**src/rtl/sar_seq_pkg.sv**
```systemverilog
package sar_seq_pkg;

    typedef enum logic [1:0] {
        ST_IDLE   = 2'd0,
        ST_SETTLE = 2'd1,
        ST_TRIAL  = 2'd2,
        ST_DONE   = 2'd3
    } sar_state_e;

endpackage

```
**src/rtl/sar_settle_timer.sv**
```systemverilog
module sar_settle_timer #(
    parameter int SETTLE_CYCLES = 100
) (
    input  logic clk,
    input  logic rst_n,
    input  logic load_i,
    input  logic run_i,
    output logic expired_o
);
    localparam int CW = (SETTLE_CYCLES < 2) ? 1 : $clog2(SETTLE_CYCLES);
    localparam logic [CW-1:0] RELOAD = CW'(SETTLE_CYCLES - 1);

    logic [CW-1:0] cnt_q;

    always_ff @(posedge clk or negedge rst_n) begin
        if (!rst_n) begin
            cnt_q <= '0;
        end else if (load_i) begin
            cnt_q <= RELOAD;
        end else if (run_i && (cnt_q != '0)) begin
            cnt_q <= cnt_q - 1'b1;
        end
    end

    assign expired_o = (cnt_q == '0);
endmodule

```
**src/rtl/sar_approx_reg.sv**
```systemverilog
module sar_approx_reg #(
    parameter int WIDTH       = 12,
    parameter int SHORT_WIDTH = 8
) (
    input  logic             clk,
    input  logic             rst_n,
    input  logic             clear_i,
    input  logic             trial_i,
    input  logic             short_i,
    input  logic             cmp_i,
    output logic             last_o,
    output logic [WIDTH-1:0] dac_code_o,
    output logic [WIDTH-1:0] result_o
);
    localparam int LOW_BITS = WIDTH - SHORT_WIDTH;
    localparam logic [WIDTH-1:0] TOP_BIT = {1'b1, {(WIDTH-1){1'b0}}};

    logic [WIDTH-1:0] kept_q;
    logic [WIDTH-1:0] probe_q;
    logic [WIDTH-1:0] kept_d;
    logic [WIDTH-1:0] keep_mask;
    logic [WIDTH-1:0] result_q;

    generate
        if (LOW_BITS > 0) begin : g_short_mask
            assign keep_mask = short_i ? {{SHORT_WIDTH{1'b1}}, {LOW_BITS{1'b0}}} : '1;
            assign last_o    = short_i ? probe_q[LOW_BITS] : probe_q[0];
        end else begin : g_no_short
            assign keep_mask = '1;
            assign last_o    = probe_q[0];
        end
    endgenerate

    // A set comparator verdict drops the bit under test; otherwise it is kept.
    assign kept_d = cmp_i ? kept_q : (kept_q | probe_q);

    always_ff @(posedge clk or negedge rst_n) begin
        if (!rst_n) begin
            kept_q  <= '0;
            probe_q <= '0;
        end else if (clear_i) begin
            kept_q  <= '0;
            probe_q <= TOP_BIT;
        end else if (trial_i) begin
            kept_q  <= kept_d;
            probe_q <= probe_q >> 1;
        end
    end

    always_ff @(posedge clk or negedge rst_n) begin
        if (!rst_n) begin
            result_q <= '0;
        end else if (trial_i && last_o) begin
            result_q <= kept_d & keep_mask;
        end
    end

    assign dac_code_o = trial_i ? (kept_q | probe_q) : kept_q;
    assign result_o   = result_q;
endmodule

```
**src/rtl/sar_seq_fsm.sv**
```systemverilog
module sar_seq_fsm
    import sar_seq_pkg::*;
(
    input  logic clk,
    input  logic rst_n,
    input  logic start_i,
    input  logic short_i,
    input  logic settle_done_i,
    input  logic last_bit_i,
    output logic short_q_o,
    output logic clear_o,
    output logic timer_load_o,
    output logic timer_run_o,
    output logic trial_o,
    output logic hold_o,
    output logic bitclk_en_o,
    output logic busy_o,
    output logic eoc_o,
    output logic eoc_short_o
);
    sar_state_e state_q, state_d;
    logic       short_q;

    always_ff @(posedge clk or negedge rst_n) begin
        if (!rst_n) begin
            state_q <= ST_IDLE;
            short_q <= 1'b0;
        end else begin
            state_q <= state_d;
            if (state_q == ST_IDLE && start_i) begin
                short_q <= short_i;
            end
        end
    end

    always_comb begin
        state_d = state_q;
        unique case (state_q)
            ST_IDLE:   if (start_i)       state_d = ST_SETTLE;
            ST_SETTLE: if (settle_done_i) state_d = ST_TRIAL;
            ST_TRIAL:  if (last_bit_i)    state_d = ST_DONE;
            ST_DONE:                      state_d = ST_IDLE;
            default:                      state_d = ST_IDLE;
        endcase
    end

    always_comb begin
        clear_o      = 1'b0;
        timer_load_o = 1'b0;
        timer_run_o  = 1'b0;
        trial_o      = 1'b0;
        hold_o       = 1'b0;
        bitclk_en_o  = 1'b0;
        busy_o       = 1'b0;
        eoc_o        = 1'b0;
        eoc_short_o  = 1'b0;
        unique case (state_q)
            ST_IDLE: begin
                clear_o      = start_i;
                timer_load_o = start_i;
            end
            ST_SETTLE: begin
                hold_o      = 1'b1;
                busy_o      = 1'b1;
                timer_run_o = 1'b1;
            end
            ST_TRIAL: begin
                hold_o      = 1'b1;
                busy_o      = 1'b1;
                bitclk_en_o = 1'b1;
                trial_o     = 1'b1;
            end
            ST_DONE: begin
                busy_o      = 1'b1;
                eoc_o       = 1'b1;
                eoc_short_o = short_q;
            end
            default: ;
        endcase
    end

    assign short_q_o = short_q;
endmodule

```
**src/rtl/sar_sequencer.sv**
```systemverilog
module sar_sequencer #(
    parameter int WIDTH         = 12,
    parameter int SHORT_WIDTH   = 8,
    parameter int SETTLE_CYCLES = 100
) (
    input  logic             clk,
    input  logic             rst_n,
    input  logic             start_i,
    input  logic             short_i,
    input  logic             cmp_i,
    output logic             hold_o,
    output logic             bitclk_en_o,
    output logic             busy_o,
    output logic [WIDTH-1:0] dac_code_o,
    output logic             eoc_o,
    output logic             eoc_short_o,
    output logic [WIDTH-1:0] result_o
);
    logic short_q;
    logic clear;
    logic timer_load;
    logic timer_run;
    logic trial;
    logic settle_done;
    logic last_bit;

    sar_seq_fsm u_fsm (
        .clk           (clk),
        .rst_n         (rst_n),
        .start_i       (start_i),
        .short_i       (short_i),
        .settle_done_i (settle_done),
        .last_bit_i    (last_bit),
        .short_q_o     (short_q),
        .clear_o       (clear),
        .timer_load_o  (timer_load),
        .timer_run_o   (timer_run),
        .trial_o       (trial),
        .hold_o        (hold_o),
        .bitclk_en_o   (bitclk_en_o),
        .busy_o        (busy_o),
        .eoc_o         (eoc_o),
        .eoc_short_o   (eoc_short_o)
    );

    sar_settle_timer #(
        .SETTLE_CYCLES (SETTLE_CYCLES)
    ) u_timer (
        .clk       (clk),
        .rst_n     (rst_n),
        .load_i    (timer_load),
        .run_i     (timer_run),
        .expired_o (settle_done)
    );

    sar_approx_reg #(
        .WIDTH       (WIDTH),
        .SHORT_WIDTH (SHORT_WIDTH)
    ) u_reg (
        .clk        (clk),
        .rst_n      (rst_n),
        .clear_i    (clear),
        .trial_i    (trial),
        .short_i    (short_q),
        .cmp_i      (cmp_i),
        .last_o     (last_bit),
        .dac_code_o (dac_code_o),
        .result_o   (result_o)
    );
endmodule

```
**config.mk**
```make
export PLATFORM = sky130hd
export DESIGN_NAME = sar_sequencer
export DESIGN_NICKNAME = d
export VERILOG_FILES = /design/src/rtl/sar_seq_pkg.sv /design/src/rtl/sar_settle_timer.sv /design/src/rtl/sar_approx_reg.sv /design/src/rtl/sar_seq_fsm.sv /design/src/rtl/sar_sequencer.sv
export SDC_FILE = /design/constraint.sdc
export NUM_CORES = 1
export LEC_CHECK = 0
export ABC_CLOCK_PERIOD_IN_PS = 5300
export BUFFER_PORTS_ARGS = -buffer_cell sky130_fd_sc_hd__clkbuf_2
export CORE_MARGIN = 5
export CORE_UTILIZATION = 35
export CTS_CLUSTER_SIZE = 28
export DETAILED_ROUTE_END_ITERATION = 16
export HOLD_SLACK_MARGIN = 0.15
export MAX_ROUTING_LAYER = met4
export PLACE_DENSITY_LB_ADDON = 0.05
export SETUP_SLACK_MARGIN = 0.5
export SLEW_MARGIN = 20
export SYNTH_ARGS = -nofsm -noshare
export SYNTH_HDL_FRONTEND = slang
export SYNTH_HIERARCHICAL = 1
export SYNTH_SLANG_ARGS = --single-unit
```
**constraint.sdc**
```tcl
create_clock -name clk -period 5.3 [get_ports clk]
set_clock_uncertainty 0.05 [all_clocks]
set_input_delay 0.265 -clock clk [delete_from_list [all_inputs] [get_ports clk]]
set_output_delay 0.265 -clock clk [all_outputs]
set_load 0.005 [all_outputs]
```
### Word-level counts from Yosys, hierarchy flattened

Index checks and enable logic that the tools add are counted.
W data, S select, Z words.

| cells by class | value |
|---|---|
| add/sub/neg operators | 1 |
| equality and inequality tests | 6 |
| mux-type cells | 21 |
| bitwise operators | 2 |
| reductions and logical operators | 11 |

Operators by type and width:

| cell | number |
|---|---|
| $mux W12 | 6 |
| $mux W7 | 2 |
| $and A12 B12 Y12 | 1 |
| $or A12 B12 Y12 | 1 |
| $mux W1 | 8 |
| $pmux W2 S4 | 1 |
| $logic_not A7 Y1 | 1 |
| $reduce_bool A7 Y1 | 1 |
| $sub A7 B1 Y7 const B | 1 |
| $mux W2 | 3 |
| $eq A2 B2 Y1 const B | 2 |
| $mux W4 | 1 |
| $ne A2 B2 Y1 const B | 2 |
| $reduce_bool A2 Y1 | 2 |
| $logic_and A1 B1 Y1 | 3 |
| $reduce_and A3 Y1 | 1 |
| $reduce_or A3 Y1 | 1 |
| $eq A2 B1 Y1 const B | 1 |
| $logic_not A2 Y1 | 1 |
| $ne A2 B1 Y1 const B | 1 |
| $reduce_or A2 Y1 | 1 |

| storage, ports and cells | value |
|---|---|
| register bits | 46 |
| bits of input ports | 5 |
| output and inout port bits | 29 |
| word-level logic and storage cells | 47 |

### Longest topological paths before layout

| depth | value |
|---|---|
| depth after elaboration | 5 |
| depth in mapped cells | 8 |
| depth with buffers taken out | 7 |

### Cells and area by module

The synthesis kept the hierarchy.

By module, submodules not included:

| module | times used | cells each | area each (um2) | seq. area each (um2) |
|---|---|---|---|---|
| sar_approx_reg | 1 | 151 | 1,605.3 | 900.9 |
| sar_settle_timer | 1 | 41 | 386.6 | 175.2 |
| sar_seq_fsm | 1 | 23 | 231.5 | 75.1 |

### Worst setup path before layout

No wires, ideal clock.

| timing | value |
|---|---|
| kind | register to register |
| start point | register u_timer.cnt_q[0] |
| end point | register u_fsm.state_q[1] |
| setup time | 0.127 ns |
| arrival time | 1.886 ns |
| data required time | 5.123 ns |
| setup slack | 3.236 ns |
| stages on the path, launching flop included | 8 |
| buffers on the path | 0 |
| period minus slack after synthesis | 2.064 ns |
| cells stage by stage | dfrtp_1 -> inv_1 -> ha_1 -> or3b_1 -> nor2_1 -> inv_1 -> a222oi_1 -> mux2_1 |

| on the way | value |
|---|---|
| word-level cells in the longest chain between the ends | 3 |

Ends and longest elaborated chain:

| element | line | RTL |
|---|---|---|
| start: declaration | sar_settle_timer.sv:13 | `logic [CW-1:0] cnt_q;` |
| start signal: assignment | sar_settle_timer.sv:21 | `cnt_q <= cnt_q - 1'b1;` |
| $logic_not A7 Y1 | sar_settle_timer.sv:25 | `assign expired_o = (cnt_q == '0);` |
| named net settle_done | sar_sequencer.sv:24 | `logic settle_done;` |
| $ne A2 B2 Y1 (no line) | n/a |  |
| $reduce_and A3 Y1 (no line) | n/a |  |
| end signal: assignment | sar_seq_fsm.sv:29 | `state_q <= state_d;` |
| end: declaration | sar_seq_fsm.sv:21 | `sar_state_e state_q, state_d;` |

The timed path passes the listed nets, and every way through them passes these cells.
A chain may end at the register's enable or synchronous reset.

### Worst setup path in the final report

| timing | value |
|---|---|
| start point | register u_fsm.state_q[0] |
| end point | output port dac_code_o[0] |

| on the way | value |
|---|---|
| word-level cells in the longest chain between the ends | 3 |

Ends and longest elaborated chain:

| element | line | RTL |
|---|---|---|
| $eq A2 B2 Y1 | sar_seq_fsm.sv:57 | `unique case (state_q)` |
| $mux W1 | sar_seq_fsm.sv:57 |  |
| $mux W12 | sar_approx_reg.sv:58 | `assign dac_code_o = trial_i ? (kept_q \| probe_q) : kept_q;` |
| end: declaration | sar_sequencer.sv:14 | `output logic [WIDTH-1:0] dac_code_o,` |

No other way between the ends.

==> parameters.txt <==
Parameter                              Value

Run status
  Result of the run ... completed

Timing
  Unrepaired setup endpoints after global routing ... false
  Achievable frequency ... 0.365 GHz
  Period utilisation layout ... 0.518
  Worst-Margin Slew ... 1.02 ns
  Worst hold margin ... 0.333 ns
  Total count of hold-check failures in the final report ... 0
  Fin crit period ... 2.74 ns
  Setup-failing EPs final ... 0
  Relative max-transition margin ... 0.323
  Setup TNS Final ... 0 ns
  Slew Viols, Final ... 0

Setup path
  CP Capture Type ... primary output
  Worst reg2reg path endpoint ... u_reg/result_o[0]
  CP delay by family, top ... adder cells
  Chain of cells forming the critical path ... inv_1 -> ha_2 -> inv_1 -> o21ai_0 -> clkbuf_2
  Delay of the slowest cell on the worst path ... 0.87 ns
  R2R Path Start ... u_fsm/state_q[0]
  Cell with the most instances on the worst path ... sky130_fd_sc_hd__inv_1
  Register-to-register setup slack ... 2.98 ns
  Count of buffer and inverter cells on the critical path ... 3
  Startpoint of the most critical setup path ... u_fsm/state_q[0]
  Worst R2R Path Depth ... 5
  Highest fanout seen on the critical path ... 49
  Arrival time of the worst setup path ... 2.43 ns
  Startpoint kind of the worst setup timing path ... flop
  WP data required ... 4.99 ns
  Type of the worst setup path ... flop to primary output
  Cell type of the slowest stage on the worst timing path ... sky130_fd_sc_hd__ha_2

Clock tree
  Clock net sink count ... 46
  CTS H-Tree Depth ... 2
  Clock Latency Late Sink ... 0.30 ns
  Number of buffers inserted by hold repair at cts ... 2
  Number of buffers on the longest clock path ... 2
  Setup repair bufs after CTS ... 0
  CTS clock-pin slew for the worst setup and hold paths ... 0.08 ns
  Clock tree from TritonCTS ... built
  Root buf cell ... sky130_fd_sc_hd__clkbuf_8
  Post-cts resize count ... 0
  Number of buffers created by CTS ... 5

Yosys
  Share of flip-flops with an asynchronous set or reset after synthesis ... 1.00
  Cell area after synthesis ... 2220 µm²
  Prevailing post-synth register cell ... sky130_fd_sc_hd__dfrtp_1
  Dominant cells by area after synthesis ... sky130_fd_sc_hd__dfrtp_1 (52%), sky130_fd_sc_hd__a21oi_1 (5.6%), sky130_fd_sc_hd__a31oi_1 (5.3%), sky130_fd_sc_hd__mux2i_1 (5.0%), sky130_fd_sc_hd__nor2_1 (4.4%)
  Distinct cell type count after synthesis ... 35
  Post-Synthesis Mean Instance Area ... 10.3 µm²
  Flip-flop and latch count after synthesis ... 46
  Net Count, Synth ... 226
  Number of warnings issued by yosys ... 6
  Share of the synthesized area in the top cell type ... 0.518
  Biggest area consumer among synthesized cells ... sky130_fd_sc_hd__dfrtp_1
  Post-synth EDFFs ... 0
  Gate count of the mapped netlist ... 215
  Share of the yosys chip area belonging to registers ... 0.518

Pwr
  P_leak ... 0.00127 µW
  Power density cells ... 583 nW/µm²
  Worst supply voltage drop on vdd ... 0.000310 V

Floorplanning
  Area of the die ... 8050 µm²
  Site Rows ... 29
  Die outline width ... 89.7 µm
  Top Ports ... 34
  DIE HEIGHT ... 89.7 µm
  Core Footprint ... 6280 µm²
  Initial cell density of the core ... 0.354

Job
  Maxcap violations ... 0

Route
  Post-Route WL ... 4780 µm
  DRT antenna net count ... 0
  Total number of vias ... 1,637
  Drt first pass iters ... 4
  Routed vias/inst ... 5.04
  Detailed-route DRC error count ... 0
  Number of design-rule violations left by the first detailed-router iteration ... 106
  WL per Instance ... 14.7 µm

Global routing
  Remaining Overflow, GRT ... 0
  Number of antenna violations at the first check in global routing ... 0
  Routing usage on met3 ... 0.0317
  Gr busiest metal ... met2
  Met1 track demand over resource in global routing ... 0.177
  Global router's overall resource usage ... 0.129
  Pin count of the biggest net entering global routing ... 50
  GR met2 Demand/Resource ... 0.188
  First-pass GRT wire length ... 8430 µm
  Number of global-route vias before repair ... 1,708

Finish
  Fraction of layout instances using a drive strength above 1 ... 0.214
  Layout Area Growth over Synthesis ... 13.7%
  Number of diodes added for antenna fixing ... 0
  Final std cells w/o fill ... 325
  Fill cells ... 629
  Layout Nets ... 258

Worst hold path
  Hold path startpoint ... cmp_i
  Instance count along the most critical hold path ... 3
  Endpoint, Worst Hold ... u_reg/kept_q[0]
  Path type of the worst min-delay path ... input port to flop

Placement
  Port Buf Inserts ... 33
  Weighted congestion reported at the end of routability-driven placement ... 0.716
  Number of instances in the placed design ... 315
  HPWL after detailed placement ... 2990 µm
## how the worst max path moves through the flow
| stage | cells past startpoint | end | slack (ns) |
|---|---|---|---|
| final | 5 | dac_code_o[0] | 2.56 |
| after global routing | 5 | dac_code_o[0] | 2.32 |
| after CTS | 5 | dac_code_o[0] | 2.55 |
| after detailed placement | 5 | dac_code_o[0] | 2.90 |
| after global placement | 5 | dac_code_o[0] | 2.93 |
| after floorplan | 7 | u_fsm/state_q[1] | 3.24 |
## flip-flops by register name (all words and copies together), names as in the netlist
name,cells
u_timer/cnt_q,7
u_reg/probe_q,12
u_reg/kept_q,12
u_reg/result_o,12
u_fsm/state_q,2
u_fsm/short_q_o,1
## cells by family after synthesis
logic type / share of synthesized area
fa+ha+maj: 0.0338
simple gates: 0.114
flops: 0.518
mux: 0.0867
buf+inv: 0.0687
compound gates: 0.179
## layout make-up
type	instances	area, µm²	share of cell area
multi-input combinational	140	925	0.366
sequential	46	1150	0.455
timing repair buffer	37	200	0.0792
clock inverter	1	5.00	0.00198
clock buffer	7	86.3	0.0342
tap	77	96.3	0.0381
inverter	17	63.8	0.0252
## cells in the mapped netlist (2+ instances only)
master / number
sky130_fd_sc_hd__a21o_1: 10
sky130_fd_sc_hd__a21oi_1: 25
sky130_fd_sc_hd__a31oi_1: 19
sky130_fd_sc_hd__and2_1: 2
sky130_fd_sc_hd__buf_2: 4
sky130_fd_sc_hd__buf_4: 2
sky130_fd_sc_hd__clkbuf_1: 3
sky130_fd_sc_hd__clkbuf_8: 2
sky130_fd_sc_hd__dfrtp_1: 46
sky130_fd_sc_hd__ha_1: 6
sky130_fd_sc_hd__inv_1: 16
sky130_fd_sc_hd__mux2_4: 4
sky130_fd_sc_hd__mux2i_1: 11
sky130_fd_sc_hd__nand2_1: 11
sky130_fd_sc_hd__nand2b_1: 4
sky130_fd_sc_hd__nor2_1: 26
sky130_fd_sc_hd__o21ai_0: 5
sky130_fd_sc_hd__or3b_1: 2
## stage by stage
step           setup WS, ns  power [µW]  area (µm²)   util
2_1_floorplan          3.24        1070        2220      -
3_3_place_gp           2.93        1270        2420  0.385
3_5_place_dp           2.90        1270        2420  0.385
4_1_cts                2.55        1500        2530  0.403
5_1_grt                2.32        1620        2530  0.403
6_report               2.56        1470        2530  0.403
## cell usage in the layout, fill, tap and decap left out, types with 2 or more instances in the layout
cell type                       count
sky130_fd_sc_hd__dlygate4sd3_1      2
sky130_fd_sc_hd__a31oi_1           19
sky130_fd_sc_hd__and2_1             2
sky130_fd_sc_hd__mux2i_1           11
sky130_fd_sc_hd__clkbuf_8           6
sky130_fd_sc_hd__ha_1               5
sky130_fd_sc_hd__nand2_1           11
sky130_fd_sc_hd__o21ai_0            5
sky130_fd_sc_hd__or3b_1             2
sky130_fd_sc_hd__dfrtp_1           46
sky130_fd_sc_hd__nand2b_1           4
sky130_fd_sc_hd__nor2_1            25
sky130_fd_sc_hd__inv_1             16
sky130_fd_sc_hd__mux2_4             4
sky130_fd_sc_hd__a21oi_1           25
sky130_fd_sc_hd__buf_4              2
sky130_fd_sc_hd__a21o_1            10
sky130_fd_sc_hd__clkbuf_2          33
## worst register-to-register path, delay by kind of cell, from the launching register on
kind / cells / cell delay (ns)
fa+ha+maj: 1 / 0.87
buf+inv: 2 / 0.44
flops: 1 / 0.41
compound gates: 2 / 0.51
## metal layers
layer,routed length (µm),share of wire
met1,2430,0.51
met2,2070,0.43
met3,218,0.046
met4,62,0.013
met5,0,0
## where the power goes
part           switching, µW  total [µW]  internal (µW)
Clock                    118         224            105
Combinational            335         629            294
Sequential               127         621            495
No activity file was read; power rests on OpenSTA's default activity.
